<file path="src/rtl/lsp_pkg.sv">
// Shared opcodes, mode codes and derived counts for the pair expander.
// Assumes at most six micro-ops per request (address, four stores, update).
package lsp_pkg;
    localparam int MAX_UOPS = 6;
    localparam int CNT_W    = $clog2(MAX_UOPS + 1);

    localparam logic [1:0] MD_OFFSET = 2'd0;
    localparam logic [1:0] MD_PRE    = 2'd1;
    localparam logic [1:0] MD_POST   = 2'd2;

    typedef enum logic [3:0] {
        OP_ADDR    = 4'd0,
        OP_LD_Q    = 4'd1,
        OP_LD_P64  = 4'd2,
        OP_LD_P64F = 4'd3,
        OP_LD_P32S = 4'd4,
        OP_LD_P32Z = 4'd5,
        OP_LD_P32F = 4'd6,
        OP_ST_QLO  = 4'd7,
        OP_ST_QHI  = 4'd8,
        OP_ST_X    = 4'd9,
        OP_ST_XF   = 4'd10,
        OP_ST_P32  = 4'd11,
        OP_ST_P32F = 4'd12,
        OP_WB      = 4'd13,
        OP_NONE    = 4'd15
    } uop_op_e;
endpackage

</file>
<file path="src/rtl/lsp_decode.sv">
// Request classifier: decides whether a request is legal, how many memory
// micro-ops it needs and the total sequence length.
// Assumes width is given in bytes; purely combinational.
module lsp_decode #(
    parameter int SIZE_W = 5
) (
    input  logic [SIZE_W-1:0]         size,
    input  logic                      fp,
    input  logic                      load,
    input  logic [1:0]                mode,
    output logic                      bad,
    output logic [lsp_pkg::CNT_W-1:0] nmem,
    output logic [lsp_pkg::CNT_W-1:0] cnt
);
    import lsp_pkg::*;

    logic is4, is8, is16;

    // Classify width, legality and micro-op counts.
    always_comb begin
        is4  = (size == SIZE_W'(4));
        is8  = (size == SIZE_W'(8));
        is16 = (size == SIZE_W'(16));
        bad  = !(is4 || is8 || is16) || (is16 && !fp) || (mode == 2'd3);
        if (load)
            nmem = is16 ? CNT_W'(2) : CNT_W'(1);
        else if (is16)
            nmem = CNT_W'(4);
        else if (is8)
            nmem = CNT_W'(2);
        else
            nmem = CNT_W'(1);
        cnt = nmem + ((mode != MD_POST) ? CNT_W'(1) : CNT_W'(0))
                   + ((mode != MD_OFFSET) ? CNT_W'(1) : CNT_W'(0));
    end
endmodule

</file>
<file path="src/rtl/lsp_uop_gen.sv">
// Micro-op former: maps a step index of a latched request to the fields of
// one micro-op. Assumes step < cnt and that the request was legal.
module lsp_uop_gen #(
    parameter int REG_W   = 5,
    parameter int IMM_W   = 16,
    parameter int SIZE_W  = 5,
    parameter int TMP_REG = 30
) (
    input  logic [lsp_pkg::CNT_W-1:0] step,
    input  logic [lsp_pkg::CNT_W-1:0] cnt,
    input  logic [lsp_pkg::CNT_W-1:0] nmem,
    input  logic                      post,
    input  logic [SIZE_W-1:0]         size,
    input  logic                      fp,
    input  logic                      load,
    input  logic                      sext,
    input  logic [REG_W-1:0]          rt,
    input  logic [REG_W-1:0]          rt2,
    input  logic [REG_W-1:0]          rn,
    input  logic [IMM_W-1:0]          imm,
    output lsp_pkg::uop_op_e          op,
    output logic [REG_W-1:0]          r1,
    output logic [REG_W-1:0]          r2,
    output logic [REG_W-1:0]          areg,
    output logic [IMM_W-1:0]          off,
    output logic                      last,
    output logic                      dcommit
);
    import lsp_pkg::*;

    logic [CNT_W-1:0] m;
    logic [REG_W-1:0] abase;

    // Select the micro-op for this step: address, memory or update.
    always_comb begin
        abase = post ? rn : REG_W'(TMP_REG);
        m     = post ? step : step - CNT_W'(1);
        op    = OP_NONE;
        r1    = '0;
        r2    = '0;
        areg  = abase;
        off   = '0;
        if (!post && step == '0) begin
            op   = OP_ADDR;
            r1   = REG_W'(TMP_REG);
            areg = rn;
            off  = imm;
        end else if (m < nmem) begin
            if (load) begin
                if (size == SIZE_W'(16)) begin
                    op  = OP_LD_Q;
                    r1  = (m == '0) ? rt : rt2;
                    off = (m == '0) ? '0 : IMM_W'(16);
                end else if (size == SIZE_W'(8)) begin
                    op = fp ? OP_LD_P64F : OP_LD_P64;
                    r1 = rt;
                    r2 = rt2;
                end else begin
                    op = fp ? OP_LD_P32F : (sext ? OP_LD_P32S : OP_LD_P32Z);
                    r1 = rt;
                    r2 = rt2;
                end
            end else begin
                if (size == SIZE_W'(16)) begin
                    op  = m[0] ? OP_ST_QHI : OP_ST_QLO;
                    r1  = m[1] ? rt2 : rt;
                    off = m[1] ? IMM_W'(16) : '0;
                end else if (size == SIZE_W'(8)) begin
                    op  = fp ? OP_ST_XF : OP_ST_X;
                    r1  = m[0] ? rt2 : rt;
                    off = m[0] ? IMM_W'(8) : '0;
                end else begin
                    op = fp ? OP_ST_P32F : OP_ST_P32;
                    r1 = rt;
                    r2 = rt2;
                end
            end
        end else begin
            op  = OP_WB;
            r1  = rn;
            off = post ? imm : '0;
        end
        last    = (step == cnt - CNT_W'(1));
        dcommit = !last;
    end
endmodule

</file>
<file path="src/rtl/lsp_pair_expander.sv">
// Pair-instruction expander top: accepts one request, latches it, and steps
// through its micro-ops on a valid/ready stream. Refused requests pulse err.
// Assumes synchronous active-low reset; one request in flight at a time.
module lsp_pair_expander #(
    parameter int REG_W   = 5,
    parameter int IMM_W   = 16,
    parameter int SIZE_W  = 5,
    parameter int TMP_REG = 30
) (
    input  logic              clk,
    input  logic              rst_n,
    input  logic              in_valid,
    output logic              in_ready,
    input  logic [REG_W-1:0]  in_rt,
    input  logic [REG_W-1:0]  in_rt2,
    input  logic [REG_W-1:0]  in_rn,
    input  logic [IMM_W-1:0]  in_imm,
    input  logic [SIZE_W-1:0] in_size,
    input  logic              in_fp,
    input  logic              in_load,
    input  logic              in_sext,
    input  logic [1:0]        in_mode,
    output logic              out_valid,
    input  logic              out_ready,
    output logic [3:0]        out_op,
    output logic [REG_W-1:0]  out_r1,
    output logic [REG_W-1:0]  out_r2,
    output logic [REG_W-1:0]  out_areg,
    output logic [IMM_W-1:0]  out_off,
    output logic              out_last,
    output logic              out_dcommit,
    output logic [2:0]        out_count,
    output logic              err
);
    import lsp_pkg::*;

    logic              busy_q, err_q;
    logic [CNT_W-1:0]  step_q, cnt_q, nmem_q;
    logic [REG_W-1:0]  rt_q, rt2_q, rn_q;
    logic [IMM_W-1:0]  imm_q;
    logic [SIZE_W-1:0] size_q;
    logic              fp_q, load_q, sext_q, post_q;
    logic              dec_bad;
    logic [CNT_W-1:0]  dec_nmem, dec_cnt;
    uop_op_e           gen_op;
    logic              gen_last;
    logic              accept;

    lsp_decode #(.SIZE_W(SIZE_W)) u_decode (
        .size (in_size),
        .fp   (in_fp),
        .load (in_load),
        .mode (in_mode),
        .bad  (dec_bad),
        .nmem (dec_nmem),
        .cnt  (dec_cnt)
    );

    lsp_uop_gen #(
        .REG_W(REG_W), .IMM_W(IMM_W), .SIZE_W(SIZE_W), .TMP_REG(TMP_REG)
    ) u_gen (
        .step    (step_q),
        .cnt     (cnt_q),
        .nmem    (nmem_q),
        .post    (post_q),
        .size    (size_q),
        .fp      (fp_q),
        .load    (load_q),
        .sext    (sext_q),
        .rt      (rt_q),
        .rt2     (rt2_q),
        .rn      (rn_q),
        .imm     (imm_q),
        .op      (gen_op),
        .r1      (out_r1),
        .r2      (out_r2),
        .areg    (out_areg),
        .off     (out_off),
        .last    (gen_last),
        .dcommit (out_dcommit)
    );

    assign accept    = in_valid && in_ready;
    assign in_ready  = !busy_q;
    assign out_valid = busy_q;
    assign out_op    = gen_op;
    assign out_last  = gen_last;
    assign out_count = busy_q ? 3'(cnt_q) : 3'd0;
    assign err       = err_q;

    // Latch requests, pulse refusals, and advance the step on each handshake.
    always_ff @(posedge clk) begin
        if (!rst_n) begin
            busy_q <= 1'b0;
            err_q  <= 1'b0;
            step_q <= '0;
            cnt_q  <= '0;
            nmem_q <= '0;
            rt_q   <= '0;
            rt2_q  <= '0;
            rn_q   <= '0;
            imm_q  <= '0;
            size_q <= '0;
            fp_q   <= 1'b0;
            load_q <= 1'b0;
            sext_q <= 1'b0;
            post_q <= 1'b0;
        end else begin
            err_q <= 1'b0;
            if (accept) begin
                if (dec_bad) begin
                    err_q <= 1'b1;
                end else begin
                    busy_q <= 1'b1;
                    step_q <= '0;
                    cnt_q  <= dec_cnt;
                    nmem_q <= dec_nmem;
                    rt_q   <= in_rt;
                    rt2_q  <= in_rt2;
                    rn_q   <= in_rn;
                    imm_q  <= in_imm;
                    size_q <= in_size;
                    fp_q   <= in_fp;
                    load_q <= in_load;
                    sext_q <= in_sext;
                    post_q <= (in_mode == MD_POST);
                end
            end else if (busy_q && out_ready) begin
                if (gen_last)
                    busy_q <= 1'b0;
                else
                    step_q <= step_q + CNT_W'(1);
            end
        end
    end

    assert_reset_idle_R1: assert property (@(posedge clk)
        $past(!rst_n) |-> (!out_valid && !err && in_ready));

    assert_count_range_R2: assert property (@(posedge clk) disable iff (!rst_n)
        out_valid |-> (out_count != 3'd0 && out_count <= 3'(MAX_UOPS)));

    assert_addr_first_R3: assert property (@(posedge clk) disable iff (!rst_n)
        ($rose(out_valid) && !post_q) |-> (out_op == 4'(OP_ADDR)));

    assert_post_no_addr_R4: assert property (@(posedge clk) disable iff (!rst_n)
        (out_valid && post_q) |-> (out_op != 4'(OP_ADDR) && out_areg == rn_q));

    assert_flags_excl_R10: assert property (@(posedge clk) disable iff (!rst_n)
        out_valid |-> (out_last != out_dcommit));

    assert_stream_ends_R10: assert property (@(posedge clk) disable iff (!rst_n)
        (out_valid && out_ready && out_last) |=> !out_valid);

    assert_err_no_uop_R11: assert property (@(posedge clk) disable iff (!rst_n)
        err |-> (!out_valid && in_ready));

    assert_hold_stall_R12: assert property (@(posedge clk) disable iff (!rst_n)
        (out_valid && !out_ready) |=>
            (out_valid && $stable({out_op, out_r1, out_r2, out_areg, out_off, out_last})));

    assert_busy_block_R12: assert property (@(posedge clk) disable iff (!rst_n)
        out_valid |-> !in_ready);
endmodule

</file>
<file path="config.mk">
export PLATFORM = sky130hd
export DESIGN_NAME = lsp_pair_expander
export DESIGN_NICKNAME = d
export VERILOG_FILES = /design/src/rtl/lsp_pkg.sv /design/src/rtl/lsp_decode.sv /design/src/rtl/lsp_uop_gen.sv /design/src/rtl/lsp_pair_expander.sv
export SDC_FILE = /design/constraint.sdc
export NUM_CORES = 1
export LEC_CHECK = 0
export BUFFER_PORTS_ARGS = -buffer_cell sky130_fd_sc_hd__buf_4
export CAP_MARGIN = 25
export CELL_PAD_IN_SITES_DETAIL_PLACEMENT = 1
export CELL_PAD_IN_SITES_GLOBAL_PLACEMENT = 2
export CORE_MARGIN = 2
export CORE_UTILIZATION = 25
export CTS_BUF_LIST = sky130_fd_sc_hd__clkbuf_4
export DETAILED_ROUTE_END_ITERATION = 8
export HOLD_SLACK_MARGIN = 0.12
export PLACE_DENSITY = 0.66
export SLEW_MARGIN = 20
export SYNTH_ARGS = -nofsm -noshare
export SYNTH_HDL_FRONTEND = slang
export SYNTH_SLANG_ARGS = --single-unit
export TNS_END_PERCENT = 20
</file>
<file path="constraint.sdc">
create_clock -name clk -period 3.8 [get_ports clk]
set_input_delay 1.14 -clock clk [delete_from_list [all_inputs] [get_ports clk]]
set_output_delay 1.14 -clock clk [all_outputs]
set_load 0.005 [all_outputs]
</file>
Word-level counts from Yosys, hierarchy flattened:

Cells that the tools add are included.

* reduce and logical (&&, ||, !) cells: 22
* equal/unequal tests: 11
* order comparisons: 1
* muxes and demuxes: 57
* bitwise operators: 1
* $add $sub $neg: 5

Operator list (number)
* 2-to-1 mux 16 bit: 7
* 2-to-1 mux 5 bit: 19
* 2-to-1 mux 4 bit: 10
* 2-to-1 mux 3 bit: 9
* equality test 5 x 4 -> 1 bit, second input constant: 2
* equality test 5 bit, second input constant: 2
* 2-to-1 mux 1 bit: 9
* adder 3 bit: 2
* logical NOT 3 bit: 2
* 2-to-1 mux 2 bit: 3
* AND reduction 3 bit: 2
* nonzero test 2 bit: 3
* subtractor 3 x 1 -> 3 bit, second input constant: 2
* equality test 5 x 3 -> 1 bit, second input constant: 1
* logical NOT 1 bit: 5
* equality test 2 bit, second input constant: 2
* logical AND 1 bit: 4
* logical OR 1 bit: 4
* != test 2 bit, second input constant: 2
* AND reduction 2 bit: 2
* adder 3 x 1 -> 3 bit, second input constant: 1
* equality test 3 bit: 1
* < comparator 3 bit: 1
* != test 2 x 1 -> 1 bit, second input constant: 1
* inverter 1 bit: 1

* output and inout port bits: 43
* word-level logic and storage cells: 111
* bits in registers: 51
* input bits: 45

Longest topological paths before layout:

Gate-level depths: netlist of run 1.

* depth in word-level cells: 8
* depth in mapped cells: 12
* mapped depth without buffers: 10

Cells and area by module:

From an unflattened synthesis of run 1, not the netlist that was laid out.

* cells, all modules: 376
* area total of the unflattened synthesis: 3002.9 µm²

By module, submodules not included
* lsp_pair_expander: instances 1, sequential area each 1021.0 µm², cells an instance 227, area an instance 1945.6 µm²
* lsp_uop_gen: instances 1, sequential area each 0.0 µm², cells an instance 130, area an instance 903.4 µm²
* lsp_decode: instances 1, sequential area each 0.0 µm², cells an instance 19, area an instance 153.9 µm²

Worst setup path before layout of run 1:

No wires, ideal clock.

* path type: register to output
* from: register step_q[0]
* to: output out_off[10]
* arrival: 2.423 ns
* path buffers: 2
* data required time: 2.660 ns
* setup slack: 0.237 ns
* stages on the path, launching flop included: 12
* path through: dfxtp_1 buf_2 inv_1 ha_1 mux2i_1 ha_1 or3b_2 o22ai_1 nor2b_1 nor2_1 clkbuf_1 and2_1

* cells in the longest elaborated chain, start to end: 5
* elaborated cells on any way between the ends: 7
* classes of those cells: 1 x add/sub; 1 x order compare; 3 x mux; 2 x reduce/logical

RTL lines
* from (decl): RTL line lsp_pair_expander.sv:38 `logic [CNT_W-1:0] step_q, cnt_q, nmem_q;`
* from (signal assigned): RTL line lsp_pair_expander.sv:132 `step_q <= step_q + CNT_W'(1);`
* subtractor 3 x 1 -> 3 bit: RTL line lsp_uop_gen.sv:37 `m = post ? step : step - CNT_W'(1);`
* 2-to-1 mux 3 bit: RTL line lsp_uop_gen.sv:37
* < comparator 3 bit: RTL line lsp_uop_gen.sv:48 `end else if (m < nmem) begin`
* 2-to-1 mux 16 bit: RTL line lsp_uop_gen.sv:48
* 2-to-1 mux 16 bit (*): RTL line lsp_uop_gen.sv:43 `if (!post && step == '0) begin`
* to (decl): RTL line lsp_pair_expander.sv:29 `output logic [IMM_W-1:0] out_off,`

Mark *: on every way between the ends. The rest lies on a longest branch, timed or not.

Worst setup path in the final report of run 1:

* from: register step_q[0]
* to: output out_r1[0]

* cells in the longest elaborated chain, start to end: 8
* elaborated cells on any way between the ends: 15
* classes of those cells: 1 x add/sub; 1 x order compare; 10 x mux; 3 x reduce/logical

RTL lines
* subtractor 3 x 1 -> 3 bit: RTL line lsp_uop_gen.sv:37
* 2-to-1 mux 3 bit: RTL line lsp_uop_gen.sv:37
* logical NOT 3 bit / 2-to-1 mux 5 bit (equally long branches): RTL line lsp_uop_gen.sv:52, lsp_uop_gen.sv:70
* 2-to-1 mux 5 bit, on equally long branches: RTL line lsp_uop_gen.sv:52, lsp_uop_gen.sv:68
* 2-to-1 mux 5 bit, on equally long branches: RTL line lsp_uop_gen.sv:50, lsp_uop_gen.sv:64
* 2-to-1 mux 5 bit: RTL line lsp_uop_gen.sv:49 `if (load) begin`
* 2-to-1 mux 5 bit: RTL line lsp_uop_gen.sv:48
* 2-to-1 mux 5 bit (*): RTL line lsp_uop_gen.sv:43
* to (decl): RTL line lsp_pair_expander.sv:26 `output logic [REG_W-1:0] out_r1,`

Marks and branches as above.

==> summary.txt, run 1 <==
Die
  – Die span in x: 112 microns
  – IO Count: 88
  – Core footprint: 0.0114 sq mm
  – Die height: 112 microns
  – Num rows: 39
  – DIE AREA: 0.0126 sq mm
  – Initial Util: 0.257

Worst hold path
  – Hold Crit Start: imm_q[11]
  – Hold EP: imm_q[11]
  – Hold depth: 2
  – Hold Path Class: register to register

Critical path
  – Worst path slowest cell: or3b_4
  – Worst R2R Setup Slack: 2.07 ns
  – Crit path launch type: register
  – Req. time, crit path: 2.66 ns
  – Worst-case reg-to-reg path depth: 5
  – Worst setup EP type: output pin
  – CP peak stage delay: 0.40 ns
  – Ordered list of cells on the worst path: inv_4 > ha_4 > nand2_1 > xnor2_1 > ha_2 > or3b_4 > o22ai_4 > buf_6 > clkinvlp_4 > a2111oi_4 > nor4_2 > buf_4
  – Reg-to-Reg Start: step_q[2]
  – Setup CP Type: register to output pin
  – Worst-path maximum fanout: 5
  – Reg2Reg Capture Point: step_q[1]
  – Worst Path Arrival: 2.68 ns

Pwr
  – Peak supply drop: 0.000133 V
  – Pleak: 0.00154 uW
  – Pwr/cell area: 238 mW/mm^2

Clocking
  – Clk Latency, worst-skew pair: 0.37 ns
  – TritonCTS clock tree: yes
  – Hold Buf Count CTS: 0
  – Clock sinks: 51
  – H-tree Lvls: 2
  – Clock-pin transition on the worst setup and hold timing paths: 0.15 ns
  – Clock Tree Root: clkbuf_4
  – CTS buffer count: 5
  – Clk buf depth: 2

Drt
  – Post-DRT Antenna Nets: 0
  – Drt first pass iters: 4
  – WL per Instance: 15.0 microns
  – Via count: 2530
  – Residual DRC count: 0
  – Drt total wl: 8290 microns
  – DRT iter0 DRCs: 77
  – Number of vias per cell: 4.58

STA
  – Period utilization: 1.01
  – Max-slew violations: 0
  – Final setup viols: 2
  – Least-Margin Pin Slew: 0.694 ns
  – Worst setup margin: -0.0206 ns
  – RSZ-0062 raised after global routing: true
  – Highest Clock Rate: 262 MHz
  – Skew final: 0.00694 ns
  – Rel. slew slack: 0.537
  – Final Hold Viols: 0
  – Minimum clock period: 3.82 ns

Global route
  – Global-route wire length before repair: 13700 microns
  – Grt total ovfl: 0
  – Largest net degree at the start of global routing: 52
  – Vias in the first global route: 2615
  – Initial antenna violation count: 1
  – GRT Overall Usage: 0.134

Cells and area
  – Layout cells sized above 1: 0.357
  – Area of the multi-input gates: 0.00192 sq mm
  – Layout area overhead: 36.2%
  – Fill cell count: 1353
  – FF+latch area: 0.00102 sq mm
  – Final core utilization: 0.350
  – Layout Nets: 463

Status
  – Status: finished, violations left
  – Violated checks: setup timing

Synth
  – Synthesized Nets: 376
  – Largest family of logic cells by synthesized area: simple AND/OR/NAND/NOR gates
  – Simple-gate share of the synthesized area: 0.280
  – Complex-gate fraction of the synthesized area: 0.0954
  – Ys Warns: 0
  – #FFs+latches synth: 51
  – Multiplexer share of the synthesized area: 0.153
  – Cells after Synth: 321
  – FFs w/ async S/R, synth: 0
  – Seq/Total Area, Yosys: 0.348
  – Ys flop type: dfxtp_1
  – Synth cell types: 47
  – EDFF count, synth: 0
  – Mean Syn Cell Area: 9.15 sq um
  – Post-Syn Area: 0.00294 sq mm
  – Synth Area in XOR/XNOR: 0.0315
  – Adder-cell area share of the yosys netlist: 0.0452

Placed design
  – Detailed-placement wirelength estimate: 6080 microns
  – GPL Wtd Cong: 0.760
  – IO Port Bufs: 87
  – Pre-CTS setup slack: -0.0173 ns

Flow run
  – Max-cap violation count: 0
## final cells by class
cell class              count  area share
multi-input cells         239       0.479
diodes                      1    0.000626
flip-flops and latches     51       0.256
clock buffers               7      0.0131
inverters                  13      0.0144
repair buffers             98       0.191
well taps                 143      0.0447
clock inverters             1     0.00125
## critical path, delay by kind of cell, from the launching register on
| kind | cells | cell delay, ns |
|---|---|---|
| DFF | 1 | 0.36 |
| xor gates and xnor gates | 1 | 0.14 |
| and+or+nand+nor | 3 | 0.53 |
| buffers and inverters | 4 | 0.54 |
| AOI/OAI and AO/OA | 2 | 0.41 |
| adders and majority gates | 2 | 0.33 |
## power by group
part | leakage, uW | internal, uW | switching [uW]
Clock | 0.0000361 | 87.0 | 180
Sequential | 0.000414 | 544 | 7.77
Combinational | 0.00109 | 77.2 | 58.0
## flip-flops by register name, indices dropped and copies added, names as in the netlist
| name | cells |
|---|---|
| err | 1 |
| rt2_q | 5 |
| imm_q | 16 |
| rn_q | 5 |
| cnt_q | 3 |
| nmem_q | 3 |
| rt_q | 5 |
| step_q | 3 |
| out_valid | 1 |
| load_q | 1 |
| size_q | 5 |
| post_q | 1 |
| fp_q | 1 |
| sext_q | 1 |
## cells in the mapped netlist (6+ instances only)
library cell,n,share of area
nor2_1,17,0.022
nand2_1,6,0.0077
inv_1,13,0.017
nand3_1,9,0.015
mux2i_1,45,0.15
o21ai_0,6,0.010
nor2b_1,47,0.10
and2_1,23,0.049
clkbuf_1,9,0.012
or2_2,6,0.013
ha_1,9,0.038
dfxtp_1,51,0.35
## per-layer routing
metal | up-vias | wire length, microns | global-route usage | share of wire
met5 | - | 0 | 0 | 0
met4 | 0 | 93 | 0.0341 | 0.011
met3 | 5 | 310 | 0.0205 | 0.037
met2 | 47 | 4000 | 0.227 | 0.48
met1 | 1208 | 3880 | 0.178 | 0.47
li1 | 1270 | - | - | -
## kinds of logic (layout without fill, tap and decap cells)
kind of cell / after synthesis / count (layout)
buffers and inverters: 31 / 119
XOR/XNOR: 9 / 9
flip-flops: 51 / 51
other: 0 / 1
AND/OR/NAND/NOR: 138 / 138
adder cells (fa/ha/maj): 10 / 10
AO/OA/AOI/OAI: 37 / 37
multiplexers: 45 / 45
## metrics by stage
step | hold slack [ns] | instance area (sq um) | total power (uW) | std cells | TNS (ns)
2_1_floorplan | 0.474 | 2940 | 625 | 321 | 0
3_3_place_gp | 0.491 | 3740 | 693 | 539 | 0
3_5_place_dp | 0.498 | 3740 | 695 | 539 | -0.0248
4_1_cts | 0.534 | 3950 | 973 | 552 | -0.0986
5_1_grt | 0.564 | 4000 | 1010 | 553 | -2.66
6_report | 0.527 | 4000 | 954 | 553 | -0.0367
## how the worst max path moves through the flow
stage	startpoint	end	slack, ns	cells past startpoint
detailed placement	step_q[1]	out_r2[4]	-0.02	10
global route	step_q[0]	out_r1[0]	-0.18	11
CTS	step_q[1]	out_r1[0]	-0.03	11
finish	step_q[0]	out_r1[0]	-0.02	12
global placement	step_q[1]	out_r2[4]	0.02	11
floorplan	step_q[0]	out_off[10]	0.24	11
## cell usage in the layout, fill, tap and decap left out, types with 2 or more instances in the layout
cell type and n:
buf_4 93, dfxtp_1 48, nor2b_1 46, mux2i_1 44
and2_1 20, nor2_1 16, inv_1 10, nand3_1 9
clkbuf_4 7, nand2_1 6, or2_2 6, ha_1 6
a21oi_1 5, xnor2_1 5, o21ai_0 5, nor3_1 5
nand2b_1 4, nor3b_1 4, a31oi_1 4, buf_6 4
a21o_1 3, xor2_1 3, a221oi_2 3, and2_4 3
dfxtp_2 3, or3_1 2, inv_4 2, o21a_1 2
nand3b_1 2, o21ai_2 2, and4_1 2, a221oi_1 2
a211oi_2 2, a211oi_1 2, and3b_1 2, ha_4 2
## timing repair
action | CTS | global route
endpoints found under the setup margin | 30 | 29
buffers inserted | 5 | 0
pin swaps | 6 | 1
hold endpoints to repair | 0 | 0
resized for setup | 25 | 13
Note: power is estimated with default switching activity, not from simulation.
==> inputs of run 2 (changes only) <==
--- a/config.mk
+++ b/config.mk
@@ -14,7 +14,7 @@
 export CTS_BUF_LIST = sky130_fd_sc_hd__clkbuf_4
 export DETAILED_ROUTE_END_ITERATION = 8
 export HOLD_SLACK_MARGIN = 0.12
-export PLACE_DENSITY = 0.66
+export PLACE_DENSITY = 0.71
 export SLEW_MARGIN = 20
 export SYNTH_ARGS = -nofsm -noshare
 export SYNTH_HDL_FRONTEND = slang
==> run 2 against run 1 <==
Compared with the run above:
- the run now ends clean
- final cell count up 0.36%
- critical path type unchanged
- first-iteration DRC count down 19%
- non-clock buffer count up 2
==> summary.txt, run 2 (synthesized netlist as in run 1, its figures left out) <==
STA
  – Worst setup margin: 0.00895 ns (+0.0296 ns)
  – Hold Worst Slack: 0.531 ns (+0.00430 ns)
  – Minimum clock period: 3.79 ns (-0.0296 ns)
  – Fin Setup TNS: 0 ns (+0.0367 ns)
  – Skew final: 0.00900 ns (+0.00207 ns)
  – RSZ-0062 raised after global routing: true
  – Period utilization: 0.998 (-0.00779)
  – Rel. slew slack: 0.544 (+0.00702)
  – Final setup viols: 0 (-2)
  – Max-slew violations: 0 (unchanged)
  – Highest Clock Rate: 264 MHz (+0.78%)
  – Least-Margin Pin Slew: 0.683 ns (-0.0105 ns)
  – Final Hold Viols: 0 (unchanged)

Drt
  – Drt first pass iters: 4 (unchanged)
  – Number of vias per cell: 4.57 (-0.16%)
  – Via count: 2535 (+0.20%)
  – WL per Instance: 14.9 microns (-0.42%)
  – DRT iter0 DRCs: 62 (-19%)
  – Post-DRT Antenna Nets: 0 (unchanged)
  – Drt total wl: 8280 microns (about the same)
  – Residual DRC count: 0 (unchanged)

Critical path
  – CP peak stage delay: 0.38 ns (-0.02 ns)
  – Crit path launch type: register
  – Reg-to-Reg Start: step_q[2]
  – Worst setup EP type: output pin
  – Worst path slowest cell: dfxtp_2
  – Worst R2R Setup Slack: 2.06 ns (about the same)
  – Setup CP Type: register to output pin
  – Worst Path Arrival: 2.65 ns (-0.03 ns)
  – Req. time, crit path: 2.66 ns (about the same)
  – CP startpoint: step_q[1]
  – Worst-path maximum fanout: 5 (unchanged)
  – Cell mode on critical path: ha_4
  – Worst-case reg-to-reg path depth: 5 (unchanged)
  – Reg2Reg Capture Point: step_q[1]
  – Crit path capture: out_r1[0]
  – Ordered list of cells on the worst path: inv_4 > ha_4 > mux2i_4 > ha_4 > o21a_1 > o22ai_4 > buf_6 > clkinvlp_4 > a2111oi_4 > nor4_2 > buf_4

Global route
  – Vias in the first global route: 2605 (-0.38%)
  – Grt met3 use: 0.0189 (-0.00162)
  – Largest net degree at the start of global routing: 52 (unchanged)
  – Gr busiest metal: met2
  – GRT Overall Usage: 0.131 (-0.00266)
  – Global-route wire length before repair: 13500 microns (-1.5%)
  – Grt total ovfl: 0 (unchanged)
  – Met1 GRT Util: 0.175 (-0.00243)
  – Initial antenna violation count: 1 (unchanged)
  – GRT met2 Usage: 0.223 (-0.00402)

Die
  – Die span in x: 112 microns (unchanged)
  – IO Count: 88 (unchanged)
  – Num rows: 39 (unchanged)
  – DIE AREA: 0.0126 sq mm (unchanged)
  – Core footprint: 0.0114 sq mm (unchanged)
  – Die height: 112 microns (unchanged)
  – Initial Util: 0.257 (unchanged)

Placed design
  – Detailed-placement wirelength estimate: 6070 microns (-0.13%)
  – IO Port Bufs: 87 (unchanged)
  – Inst Count DP: 539 (unchanged)
  – Pre-CTS setup slack: -0.0199 ns (-0.00261 ns)
  – GPL Wtd Cong: 0.728 (-4.2%)

Clocking
  – Clock sinks: 51 (unchanged)
  – CTS buffer count: 5 (unchanged)
  – H-tree Lvls: 2 (unchanged)
  – Clk buf depth: 2 (unchanged)
  – Clock Tree Root: clkbuf_4
  – Clk Latency, worst-skew pair: 0.37 ns (about the same)
  – Clock-pin transition on the worst setup and hold timing paths: 0.16 ns (about the same)
  – TritonCTS clock tree: yes

Cells and area
  – Layout Nets: 465 (+0.43%)
  – Layout cells sized above 1: 0.372 (+0.0153)
  – Biggest register: imm_q
  – Max FFs per register: 16 (unchanged)
  – Fill cell count: 1366 (+0.96%)
  – Most frequent cells in the layout: buf_4, dfxtp_1, nor2b_1
  – FF+latch area: 0.00102 sq mm (unchanged)
  – Non-filler cells in the finished layout: 555 (+0.36%)
  – Layout area overhead: 37.5%
  – Final core utilization: 0.354 (+0.00329)
  – Commonest non-fill, non-tap cell in the layout: buf_4
  – Area of the multi-input gates: 0.00193 sq mm (+0.98%)

Pwr
  – Peak supply drop: 0.000104 V (-22%)
  – Pwr/cell area: 235 mW/mm^2 (-1.4%)
  – Pleak: 0.00155 uW (+0.22%)

Flow run
  – Max-cap violation count: 0 (unchanged)

Worst hold path
  – Hold Path Class: register to register

Status
  – Status: finished clean
[run 2: changes by cell type in the layout (fill, tap and decap cells not counted), sizes merged]
cell	previous run	this run
buf	98	100
clkbuf	7	6
clkinvlp	1	2
[run 2: stage by stage]
stage                     area (sq um)  total power (uW)
final                             4040               949
after global routing              4040              1010
after CTS                         3930               969
after detailed placement          3740               695
after global placement            3740               692
after floorplan                   2940               625
[run 2: final cells by class]
class                           instances  area share
Clock inverter                          2     0.00310
Sequential cell                        51       0.254
Clock buffer                            6      0.0112
Multi-Input combinational cell        239       0.479
Timing Repair Buffer                  100       0.194
Tap cell                              143      0.0443
Antenna cell                            1    0.000620
Inverter                               13      0.0143
[run 2: worst max-delay path, delay by kind of cell, from the launching register on]
kind | cells | cell delay (ns)
DFF | 1 | 0.38
adders and majority gates | 2 | 0.48
AOI/OAI and AO/OA | 3 | 0.65
buffers and inverters | 4 | 0.48
and+or+nand+nor | 1 | 0.09
muxes | 1 | 0.20
[run 2: worst min-delay path by stage]
stage | from | endpoint | slack (ns) | cells past startpoint
floorplan | imm_q[0] | imm_q[0] | 0.47 | 2
global placement | imm_q[1] | imm_q[1] | 0.50 | 2
detailed placement | imm_q[1] | imm_q[1] | 0.50 | 2
CTS | imm_q[0] | imm_q[0] | 0.54 | 2
global route | size_q[1] | size_q[1] | 0.56 | 1
finish | imm_q[1] | imm_q[1] | 0.53 | 2
[run 2: routing by layer]
layer | vias to the layer above | share of wire
met5 | - | 0
met4 | 0 | 0.0099
met3 | 5 | 0.035
met2 | 51 | 0.50
met1 | 1206 | 0.46
li1 | 1273 | -
[run 2: repair_timing]
item | 4_1_cts | 5_1_grt
setup buffers | 3 | 4
pin swaps | 5 | 8
hold buffers | 0 | 0
gates resized for setup | 27 | 19
setup endpoints to repair | 30 | 29
[run 2: power breakdown]
part	internal, uW	switching (uW)
logic	78.7	58.3
clock network	79.1	181
registers	544	7.94
==> inputs of run 3 (changes only) <==
--- a/config.mk
+++ b/config.mk
@@ -13,8 +13,9 @@
 export CORE_UTILIZATION = 25
 export CTS_BUF_LIST = sky130_fd_sc_hd__clkbuf_4
 export DETAILED_ROUTE_END_ITERATION = 8
+export GPL_TIMING_DRIVEN = 1
 export HOLD_SLACK_MARGIN = 0.12
-export PLACE_DENSITY = 0.71
+export PLACE_DENSITY_LB_ADDON = 0.1
 export SLEW_MARGIN = 20
 export SYNTH_ARGS = -nofsm -noshare
 export SYNTH_HDL_FRONTEND = slang
==> run 3 against run 2 <==
Compared with the run above:
- critical endpoint unchanged
- sequential share of layout area hardly changed
- highest routed layer unchanged
- first-iteration DRC count decreased by 32%
- largest power group unchanged
- the flow now finishes with violations (setup timing)
- design area increased by 0.16%
- clock power is 2% higher
- hold slack worse by 0.0014 ns
==> summary.txt, run 3 (synthesized netlist as in run 1, its figures left out) <==
Critical path
  – Worst R2R Setup Slack: 2.02 ns (-0.04 ns)
  – Worst-path maximum fanout: 5 (unchanged)
  – Crit path launch type: register
  – Reg2Reg Capture Point: step_q[1]
  – Setup CP Type: register to output pin
  – Worst Path Arrival: 2.76 ns (+0.11 ns)
  – Reg-to-Reg Start: step_q[2]
  – Req. time, crit path: 2.66 ns (about the same)
  – Worst setup EP type: output pin
  – Worst-case reg-to-reg path depth: 5 (unchanged)

Worst hold path
  – Hold EP: imm_q[13]
  – Hold Crit Start: imm_q[13]
  – Hold Path Class: register to register
  – Hold depth: 2 (unchanged)

STA
  – Worst setup margin: -0.0980 ns (-0.107 ns)
  – Highest Clock Rate: 257 MHz (-2.7%)
  – Max-slew violations: 0 (unchanged)
  – RSZ-0062 raised after global routing: true
  – Final setup viols: 5 (+5)
  – Period utilization: 1.03 (+0.0282)
  – Skew final: 0.00915 ns (+0.000146 ns)
  – Fin Setup TNS: -0.174 ns (-0.174 ns)
  – Final Hold Viols: 0 (unchanged)
  – Least-Margin Pin Slew: 0.740 ns (+0.0568 ns)
  – Minimum clock period: 3.90 ns (+0.107 ns)
  – Rel. slew slack: 0.506 (-0.0373)

Placed design
  – Inst Count DP: 542 (+0.56%)
  – GPL Wtd Cong: 0.756 (+4.0%)
  – IO Port Bufs: 87 (unchanged)
  – Detailed-placement wirelength estimate: 6090 microns (+0.35%)

Pwr
  – Peak supply drop: 0.000106 V (+2.0%)
  – Int Power: 703 uW (+0.16%)
  – Psw: 252 uW (+1.9%)
  – Sw frac: 0.264 (+0.00342)
  – Pleak: 0.00156 uW (+0.90%)
  – Pwr/cell area: 236 mW/mm^2 (+0.47%)
  – Power share of the combinational group: 0.146 (+0.002)
  – Clock power share: 0.277 (+0.003)
  – Seq pwr share: 0.577 (-0.005)

Cells and area
  – Commonest non-fill, non-tap cell in the layout: buf_4
  – Biggest register: imm_q
  – Max FFs per register: 16 (unchanged)
  – Non-filler cells in the finished layout: 556 (+0.18%)
  – Layout cells sized above 1: 0.366 (-0.00665)
  – Most frequent cells in the layout: buf_4, dfxtp_1, nor2b_1
  – Layout Nets: 467 (+0.43%)
  – Layout area overhead: 37.7%
  – Number of inserted diodes: 0 (-1)

Drt
  – Number of vias per cell: 4.59 (+0.45%)
  – Drt total wl: 8430 microns (+1.8%)
  – WL per Instance: 15.2 microns (+1.6%)
  – Residual DRC count: 0 (unchanged)
  – DRT iter0 DRCs: 42 (-32%)
  – Drt first pass iters: 4 (unchanged)
  – Via count: 2551 (+0.63%)
  – Post-DRT Antenna Nets: 0 (unchanged)

Clocking
  – Clk Latency, worst-skew pair: 0.38 ns (about the same)
  – Clock sinks: 51 (unchanged)
  – Hold Buf Count CTS: 0 (unchanged)
  – H-tree Lvls: 2 (unchanged)
  – CTS buffer count: 5 (unchanged)
  – Clock Tree Root: clkbuf_4
  – TritonCTS clock tree: yes
  – Clock-pin transition on the worst setup and hold timing paths: 0.15 ns (about the same)
  – Clk buf depth: 2 (unchanged)

Die
  – Initial Util: 0.257 (unchanged)
  – Num rows: 39 (unchanged)
  – Die height: 112 microns (unchanged)
  – Core footprint: 0.0114 sq mm (unchanged)
  – IO Count: 88 (unchanged)
  – Die span in x: 112 microns (unchanged)
  – DIE AREA: 0.0126 sq mm (unchanged)

Global route
  – Grt total ovfl: 0 (unchanged)
  – Global-route wire length before repair: 14000 microns (+3.3%)
  – Vias in the first global route: 2754 (+5.7%)
  – Initial antenna violation count: 0 (-1)
  – Largest net degree at the start of global routing: 52 (unchanged)
  – GRT Overall Usage: 0.136 (+0.00455)

Status
  – Violated checks: setup timing
  – Status: finished, violations left

Flow run
  – Max-cap violation count: 0 (unchanged)
==> run 3: worst max-delay path: stages (launching register included) <==
cell and delay, ns:
dfxtp_2 0.38, inv_4 0.06, ha_4 0.24, mux2i_4 0.20, ha_4 0.23, o21a_1 0.19, o22ai_4 0.23, buf_6 0.14
clkinvlp_4 0.15, a2111oi_4 0.30, nor4_1 0.07, buf_4 0.17
==> run 3: timing repair <==
item                       CTS  global route
buffers inserted             4             2
setup endpoints to repair   30            30
gates resized for setup     34             6
gates cloned                 0             0
pin swaps                   11            11
==> run 3: how the worst max path moves through the flow <==
stage	start	end	slack [ns]
6_report	step_q[1]	out_r1[0]	-0.1
4_1_cts	step_q[1]	out_op[3]	-0.07
3_5_place_dp	step_q[0]	out_off[5]	-0.15
2_1_floorplan	step_q[0]	out_off[10]	0.24
3_3_place_gp	step_q[0]	out_off[10]	0.01
5_1_grt	step_q[1]	out_r1[0]	-0.25
==> run 3: stage by stage <==
stage,setup slack (ns),util,hold slack (ns),total power [uW],instance area [sq um]
floorplan,0.237,-,0.474,625,2940
finish,-0.0980,0.354,0.530,955,4040
global placement,0.0103,0.330,0.488,694,3770
global route,-0.250,0.354,0.559,1010,4040
CTS,-0.0666,0.351,0.536,980,4000
detailed placement,-0.155,0.330,0.498,696,3770
==> run 3: layout make-up <==
class	count	area [sq um]
fillers	1316	7370
well taps	143	179
clock buffers	6	45.0
repair buffers	102	790
flip-flops and latches	51	1020
multi-input cells	239	1940
inverters	13	57.6
clock inverters	2	12.5
==> run 3: power groups by stage <==
| stage | Combinational (uW) | Sequential [uW] | Clock [uW] |
|---|---|---|---|
| finish | 140 | 551 | 264 |
| CTS | 142 | 552 | 287 |
| floorplan | 65.0 | 560 | 0 |
| global route | 155 | 553 | 302 |
| global placement | 132 | 562 | 0 |
| detailed placement | 134 | 562 | 0 |
==> run 3: layer usage <==
metal | up-vias | share of wire | global-route usage
met3 | 9 | 0.033 | 0.0221
met5 | - | 0 | 0
met2 | 47 | 0.49 | 0.235
met4 | 0 | 0.013 | 0.0415
li1 | 1278 | - | -
met1 | 1217 | 0.46 | 0.173
